**src/rtl/lcd80_master.sv**
```systemverilog
module lcd80_master #(
  parameter int DW     = 8,
  parameter int WR_LO  = 9,
  parameter int WR_HI  = 5,
  parameter int RD_LO  = 15,
  parameter int RD_HI  = 15,
  parameter int RST_LO = 24
) (
  input  logic          clk,
  input  logic          rst_n,
  input  logic          req_valid,
  output logic          req_ready,
  input  logic [1:0]    req_op,
  input  logic [DW-1:0] req_wdata,
  output logic          rsp_valid,
  output logic [DW-1:0] rsp_rdata,
  output logic          pnl_cs_n,
  output logic          pnl_rs,
  output logic          pnl_rd_n,
  output logic          pnl_wr_n,
  output logic          pnl_res_n,
  output logic [DW-1:0] pnl_dout,
  output logic          pnl_doe,
  input  logic [DW-1:0] pnl_din
);

  localparam int M_W   = (WR_LO > WR_HI) ? WR_LO : WR_HI;
  localparam int M_R   = (RD_LO > RD_HI) ? RD_LO : RD_HI;
  localparam int M_WR  = (M_W > M_R) ? M_W : M_R;
  localparam int M_ALL = (M_WR > RST_LO) ? M_WR : RST_LO;
  localparam int CW    = $clog2(M_ALL + 1);

  typedef enum logic [1:0] {ST_RST, ST_IDLE, ST_LO, ST_HI} st_t;

  st_t           st;
  logic [CW-1:0] cnt;
  logic          op_rd;
  logic          op_rs;
  logic [DW-1:0] wdat;
  logic          cnt_done;

  assign cnt_done = (cnt == '0);

  always_ff @(posedge clk or negedge rst_n) begin
    if (!rst_n) begin
      st        <= ST_RST;
      cnt       <= CW'(RST_LO - 1);
      op_rd     <= 1'b0;
      op_rs     <= 1'b0;
      wdat      <= '0;
      rsp_valid <= 1'b0;
      rsp_rdata <= '0;
    end else begin
      rsp_valid <= 1'b0;
      case (st)
        ST_RST: begin
          if (cnt_done) st <= ST_IDLE;
          else          cnt <= cnt - 1'b1;
        end
        ST_IDLE: begin
          if (req_valid) begin
            st    <= ST_LO;
            op_rd <= req_op[0];
            op_rs <= req_op[1];
            wdat  <= req_wdata;
            cnt   <= req_op[0] ? CW'(RD_LO - 1) : CW'(WR_LO - 1);
          end
        end
        ST_LO: begin
          if (cnt_done) begin
            st  <= ST_HI;
            cnt <= op_rd ? CW'(RD_HI - 1) : CW'(WR_HI - 1);
            if (op_rd) begin
              rsp_valid <= 1'b1;
              rsp_rdata <= pnl_din;
            end
          end else begin
            cnt <= cnt - 1'b1;
          end
        end
        ST_HI: begin
          if (cnt_done) st <= ST_IDLE;
          else          cnt <= cnt - 1'b1;
        end
        default: st <= ST_RST;
      endcase
    end
  end

  wire busy = (st == ST_LO) || (st == ST_HI);

  assign req_ready = (st == ST_IDLE);
  assign pnl_res_n = (st != ST_RST);
  assign pnl_cs_n  = !busy;
  assign pnl_rs    = busy && op_rs;
  assign pnl_rd_n  = !((st == ST_LO) && op_rd);
  assign pnl_wr_n  = !((st == ST_LO) && !op_rd);
  assign pnl_doe   = busy && !op_rd;
  assign pnl_dout  = wdat;

endmodule

```
**config.mk**
```make
export PLATFORM = sky130hd
export DESIGN_NAME = lcd80_master
export DESIGN_NICKNAME = d
export VERILOG_FILES = /design/src/rtl/lcd80_master.sv
export SDC_FILE = /design/constraint.sdc
export NUM_CORES = 1
export LEC_CHECK = 0
export ABC_AREA = 0
export ABC_CLOCK_PERIOD_IN_PS = 1800
export BUFFER_PORTS_ARGS = -buffer_cell sky130_fd_sc_hd__buf_2
export CORE_ASPECT_RATIO = 1.5
export CORE_MARGIN = 1
export CORE_UTILIZATION = 43
export DETAILED_ROUTE_END_ITERATION = 12
export PLACE_DENSITY_LB_ADDON = 0.08
export SLEW_MARGIN = 15
export SYNTH_ARGS = -nofsm -noshare
export SYNTH_HDL_FRONTEND = slang
export SYNTH_SLANG_ARGS = --single-unit
```
**constraint.sdc**
```tcl
create_clock -name clk -period 1.8 [get_ports clk]
set_input_delay 0.09 -clock clk [delete_from_list [all_inputs] [get_ports clk]]
set_output_delay 0.09 -clock clk [all_outputs]
set_load 0.02 [all_outputs]
```
# Yosys cells after proc, flatten, opt, wreduce, memory -nomap -nowiden
# Index checks and enable logic that the tools add are counted.
# Widths: inputs -> output; s select.
[word_totals] ff_bits=26 latchBits=0 ram_bits=0 romBits=0 input_bits=21 memories=0
[classes] n_addsub=1 multipliers=0 div=0 magnitude_cmp=0 eq_ne=7 shifts=0 n_mux=13 n_bitwise=0 n_reduce_logical=17
[op_table] cell="$mux 5" n=3
[op_table] cell="$pmux 5 s3" n=1
[op_table] cell="$mux 2" n=3
[op_table] cell="$ne 2x2->1 const B" n=3
[op_table] cell="$pmux 2 s3" n=1
[op_table] cell="$reduce_and 3->1" n=2
[op_table] cell="$logic_not 5->1" n=1
[op_table] cell="$sub 5x1->5 const B" n=1
[op_table] cell="$eq 2x2->1 const B" n=2
[op_table] cell="$logic_and 1x1->1" n=4
[op_table] cell="$logic_not 1->1" n=4
[op_table] cell="$mux 4" n=1
[op_table] cell="$reduce_and 2->1" n=2
[op_table] cell="$mux 1" n=3
[op_table] cell="$mux 3" n=1
[op_table] cell="$eq 2x1->1 const B" n=1
[op_table] cell="$logic_not 2->1" n=1
[op_table] cell="$ne 2x1->1 const B" n=1
[op_table] cell="$reduce_bool 2->1" n=1
[op_table] cell="$reduce_or 2->1" n=1
[op_table] cell="$logic_or 1x1->1" n=1

# Logic depth before layout (Yosys ltp)
[depth] word_depth=4 mapped_depth=7 depth_no_buf=6

# Worst setup path before layout
# OpenSTA, ideal clock, no wires.
[synth_timing] kind="register to register" startpoint="register cnt[0]" endpoint="register cnt[3]" arrival_time_ns=1.740 slack_ns=-0.074 stages_incl_launch_ff=8 path_buffers=1 synth_period_minus_slack_ns=1.874 cell_sequence="dfstp_2 inv_1 ha_1 or4b_1 buf_2 or2_0 a311oi_1 o22ai_1"
[synth_via] elab_chain_len=3 elab_cells_between_ends=7
[synth_rtl] item="from (decl)" line_no="36" rtl="logic [CW-1:0] cnt;"
[synth_rtl] item="from (signal assigned)" line_no="47" rtl="cnt <= CW'(RST_LO - 1);"
[synth_rtl] item="from (signal assigned)" line_no="58" rtl="else cnt <= cnt - 1'b1;"
[synth_rtl] item="from (signal assigned)" line_no="66" rtl="cnt <= req_op[0] ? CW'(RD_LO - 1) : CW'(WR_LO - 1);"
[synth_rtl] item="$sub 5x1->5 or $logic_not 5->1 (tied branches)"
[synth_rtl] item="$mux 5, or another cell as far along" line_no="57, 82"
[synth_rtl] item="$pmux 5 s3 or $reduce_and 2->1 (tied branches)"
# Several ways; a longest one is shown, not always the timed one. The select of a mux whose other input is x is not followed.
# A chain may end at the register's enable or synchronous reset.

# Worst setup path in the final report
# Same ends and word-level chain as after synthesis.

==> impl_metrics.yaml <==
synth:
  synth_async_sr_flop_share_pct: 100
  synth_edf_count: 0
  synth_ff_type: "dfrtp_1"
  yosysSeqAreaShare_pct: 53.7
  synth_nets: 127
  synth_seq_cells: 26
  synthCells: 100
  yosys_warnings: 0
  synth.avg_cell_area_um2: 12.2
  synth_cell_type_count: 30
  synth_area_um2: 1220
route:
  drcViolationCount: 0
  first_pass_iters: 5
  drtIter0Drc: 11
  drt-total-wl_um: 2510
  num_vias: 944
  wl_per_cell_um: 13.3
  via_per_inst: 4.99
  drtAntennaViolNets: 0
finish:
  layout_commonest_cell: "buf_2"
  register_area_um2: 656
  area_delta_synth_final_pct: 32.2
  num-nets-final: 180
  num_antenna_cells: 0
  final_cell_mix: "44 x buf_2, 22 x dfrtp_1, 17 x mux2_2, 8 x nand2_1"
  fin_area_um2: 1610
  drive_gt1_share_pct: 55.3
  fillers: 231
  multi_input_area_um2: 567
worst_setup_path:
  crit_family: "simple AND/OR/NAND/NOR gates"
  critPathMaxFanout: 7
  critical-path-slowest-cell: "or4b_4"
  cpPeakStageDelay_ps: 520
  worstSetupStartpointType: "flip-flop"
  path_cells: "inv_2 > ha_4 > or4b_4 > or2_4 > a311oi_1 > o22ai_1"
  path_class: "flip-flop to flip-flop"
  cp_num_buf_inv: 1
  setup.worst_path.end_class: "flip-flop"
  cp.required_ps: 1950
  cp_data_arrival_time_ps: 1980
clock_tree:
  numCtsBuffers: 3
  root_buffer: "clkbuf_8"
  clk_latency_ps: 270
  cts.sinks: 26
  clk_pin_slew_ps: 90
  cts_tree: "done"
  cts_max_level: 1
  clockBufferDepth: 2
timing:
  fmax_mhz: 547
  fin_crit_ps: 1830
  rsz0062_at_grt: "true"
  skew_ps: 2.05
  maxSlewViolCount: 0
  post-route-period-util_pct: 102
  setup-tns-final_ps: -195
  slew_headroom_pct: 61.8
  setup_viol: 9
  fin_ws_ps: -29.2
  tightest_slew_ps: 573
  hold_violations: 0
placement:
  gp_congestion: 0.827
  port_buffers: 44
  placed_cell_area_um2: 1530
  hpwl_um: 1920
power:
  power_density_nw_per_um2: 1870
  leakagePower_nw: 0.806
  peakVddDrop_mv: 1.01
global_route:
  grt_use_met1_pct: 20.6
  grtUsageMet3_pct: 2.94
  grt-ovfl-total: 0
  grt_pass1_vias: 972
  grtUsageTotal_pct: 18.5
  grt_antenna_before_repair: 0
  grt_max_degree: 27
  top_usage_layer: "met2"
  grt_util_met2_pct: 32.9
  grt_pass1_wl_um: 4130
status:
  violations: "negative setup slack"
  status: "finished, violations left"
die:
  num_io_pins: 45
  die_area_um2: 3060
  core_um2: 2680
  die_y_um: 67.3
  die_w_um: 45.5
  start_util_pct: 45.6
  rows: 23
hold_path:
  hp-class: "input pin to flip-flop"
job:
  drv_cap: 0
==> stage by stage <==
stage,hold WS (ps),power [W],setup slack (ps),utilization (%),cells
floorplan,-206,0.00211,-19.9,-,100
global placement,117,0.00255,-33.6,57.0,183
global route,31.1,0.00324,-95.2,60.3,189
CTS,24.6,0.00300,-39.5,59.7,188
finish,29.2,0.00302,-29.2,60.3,189
detailed placement,132,0.00259,-88.8,57.0,183
==> metal layers <==
layer	wire [um]	vias to the layer above
met5	0	-
met4	44	0
met3	101	6
met2	1340	32
met1	1020	451
li1	-	455
==> layout make-up <==
cell class	instances	area share (%)
Clock buffer	4	3.41
Inverter	6	1.40
Multi-Input combinational cell	66	35.1
Sequential cell	26	40.6
Tap cell	37	2.87
Timing Repair Buffer	50	16.6
==> state kept, by name, indices dropped and copies added, names as in the netlist <==
register,flops
op_rd,1
op_rs,1
st,2
rsp_rdata,8
rsp_valid,1
cnt,5
pnl_dout,8
==> power breakdown <==
part / total [W] / switching [W] / internal, W
sequential: 0.00102 / 0.000145 / 0.000872
combinational: 0.00163 / 0.000908 / 0.000721
clock: 0.000376 / 0.000180 / 0.000196
==> cells in the mapped netlist, drive strengths merged, types with 2 or more instances <==
cell | count | share of area [%]
a311oi | 2 | 1.4
buf | 2 | 0.72
dfrtp | 22 | 45
dfstp | 4 | 8.6
ha | 6 | 6.1
inv | 6 | 1.8
mux2 | 18 | 17
nand2 | 8 | 2.5
nand2b | 3 | 1.5
nor2 | 5 | 2.2
nor2b | 4 | 2.0
nor3 | 2 | 0.82
o21ai | 4 | 1.9
o31ai | 3 | 1.8
==> timing repair <==
item | 4_1_cts | 5_1_grt
hold endpoints to repair | 22 | 0
gates resized for setup | 2 | 3
setup buffers | 0 | 1
setup endpoints to repair | 10 | 13
pin swaps | 2 | 0
hold buffers | 1 | 0
==> cells by family (layout without fill, tap and decap cells) <==
kind of cell	Yosys count	count (layout)	share of synthesized area (%)
buf+inv	8	60	2.56
simple gates	27	27	11.9
mux	19	19	17.4
compound gates	14	14	8.30
fa+ha+maj	6	6	6.15
flops	26	26	53.7
==> worst reg2reg max path, stage by stage, from the launching register on <==
cell and delay, ps:
dfstp_2 380, inv_2 70, ha_4 120, or4b_4 520, or2_4 290, a311oi_1 220, o22ai_1 110
==> final timing paths <==
| check | from | slack (ps) | end | cells past startpoint |
|---|---|---|---|---|
| max in group asynchronous | rst_n | 1080 | cnt[4] | 2 |
| worst min-delay path | pnl_din[7] | 30 | rsp_rdata[7] | 2 |
| worst min register to register | rsp_rdata[7] | 490 | rsp_rdata[7] | 1 |
| min in group asynchronous | rst_n | 340 | rsp_rdata[7] | 2 |
| worst max-delay path | cnt[0] | -30 | cnt[3] | 6 |
| worst max register to register | cnt[0] | -30 | cnt[3] | 6 |
Power figures use the tool's default switching activity.
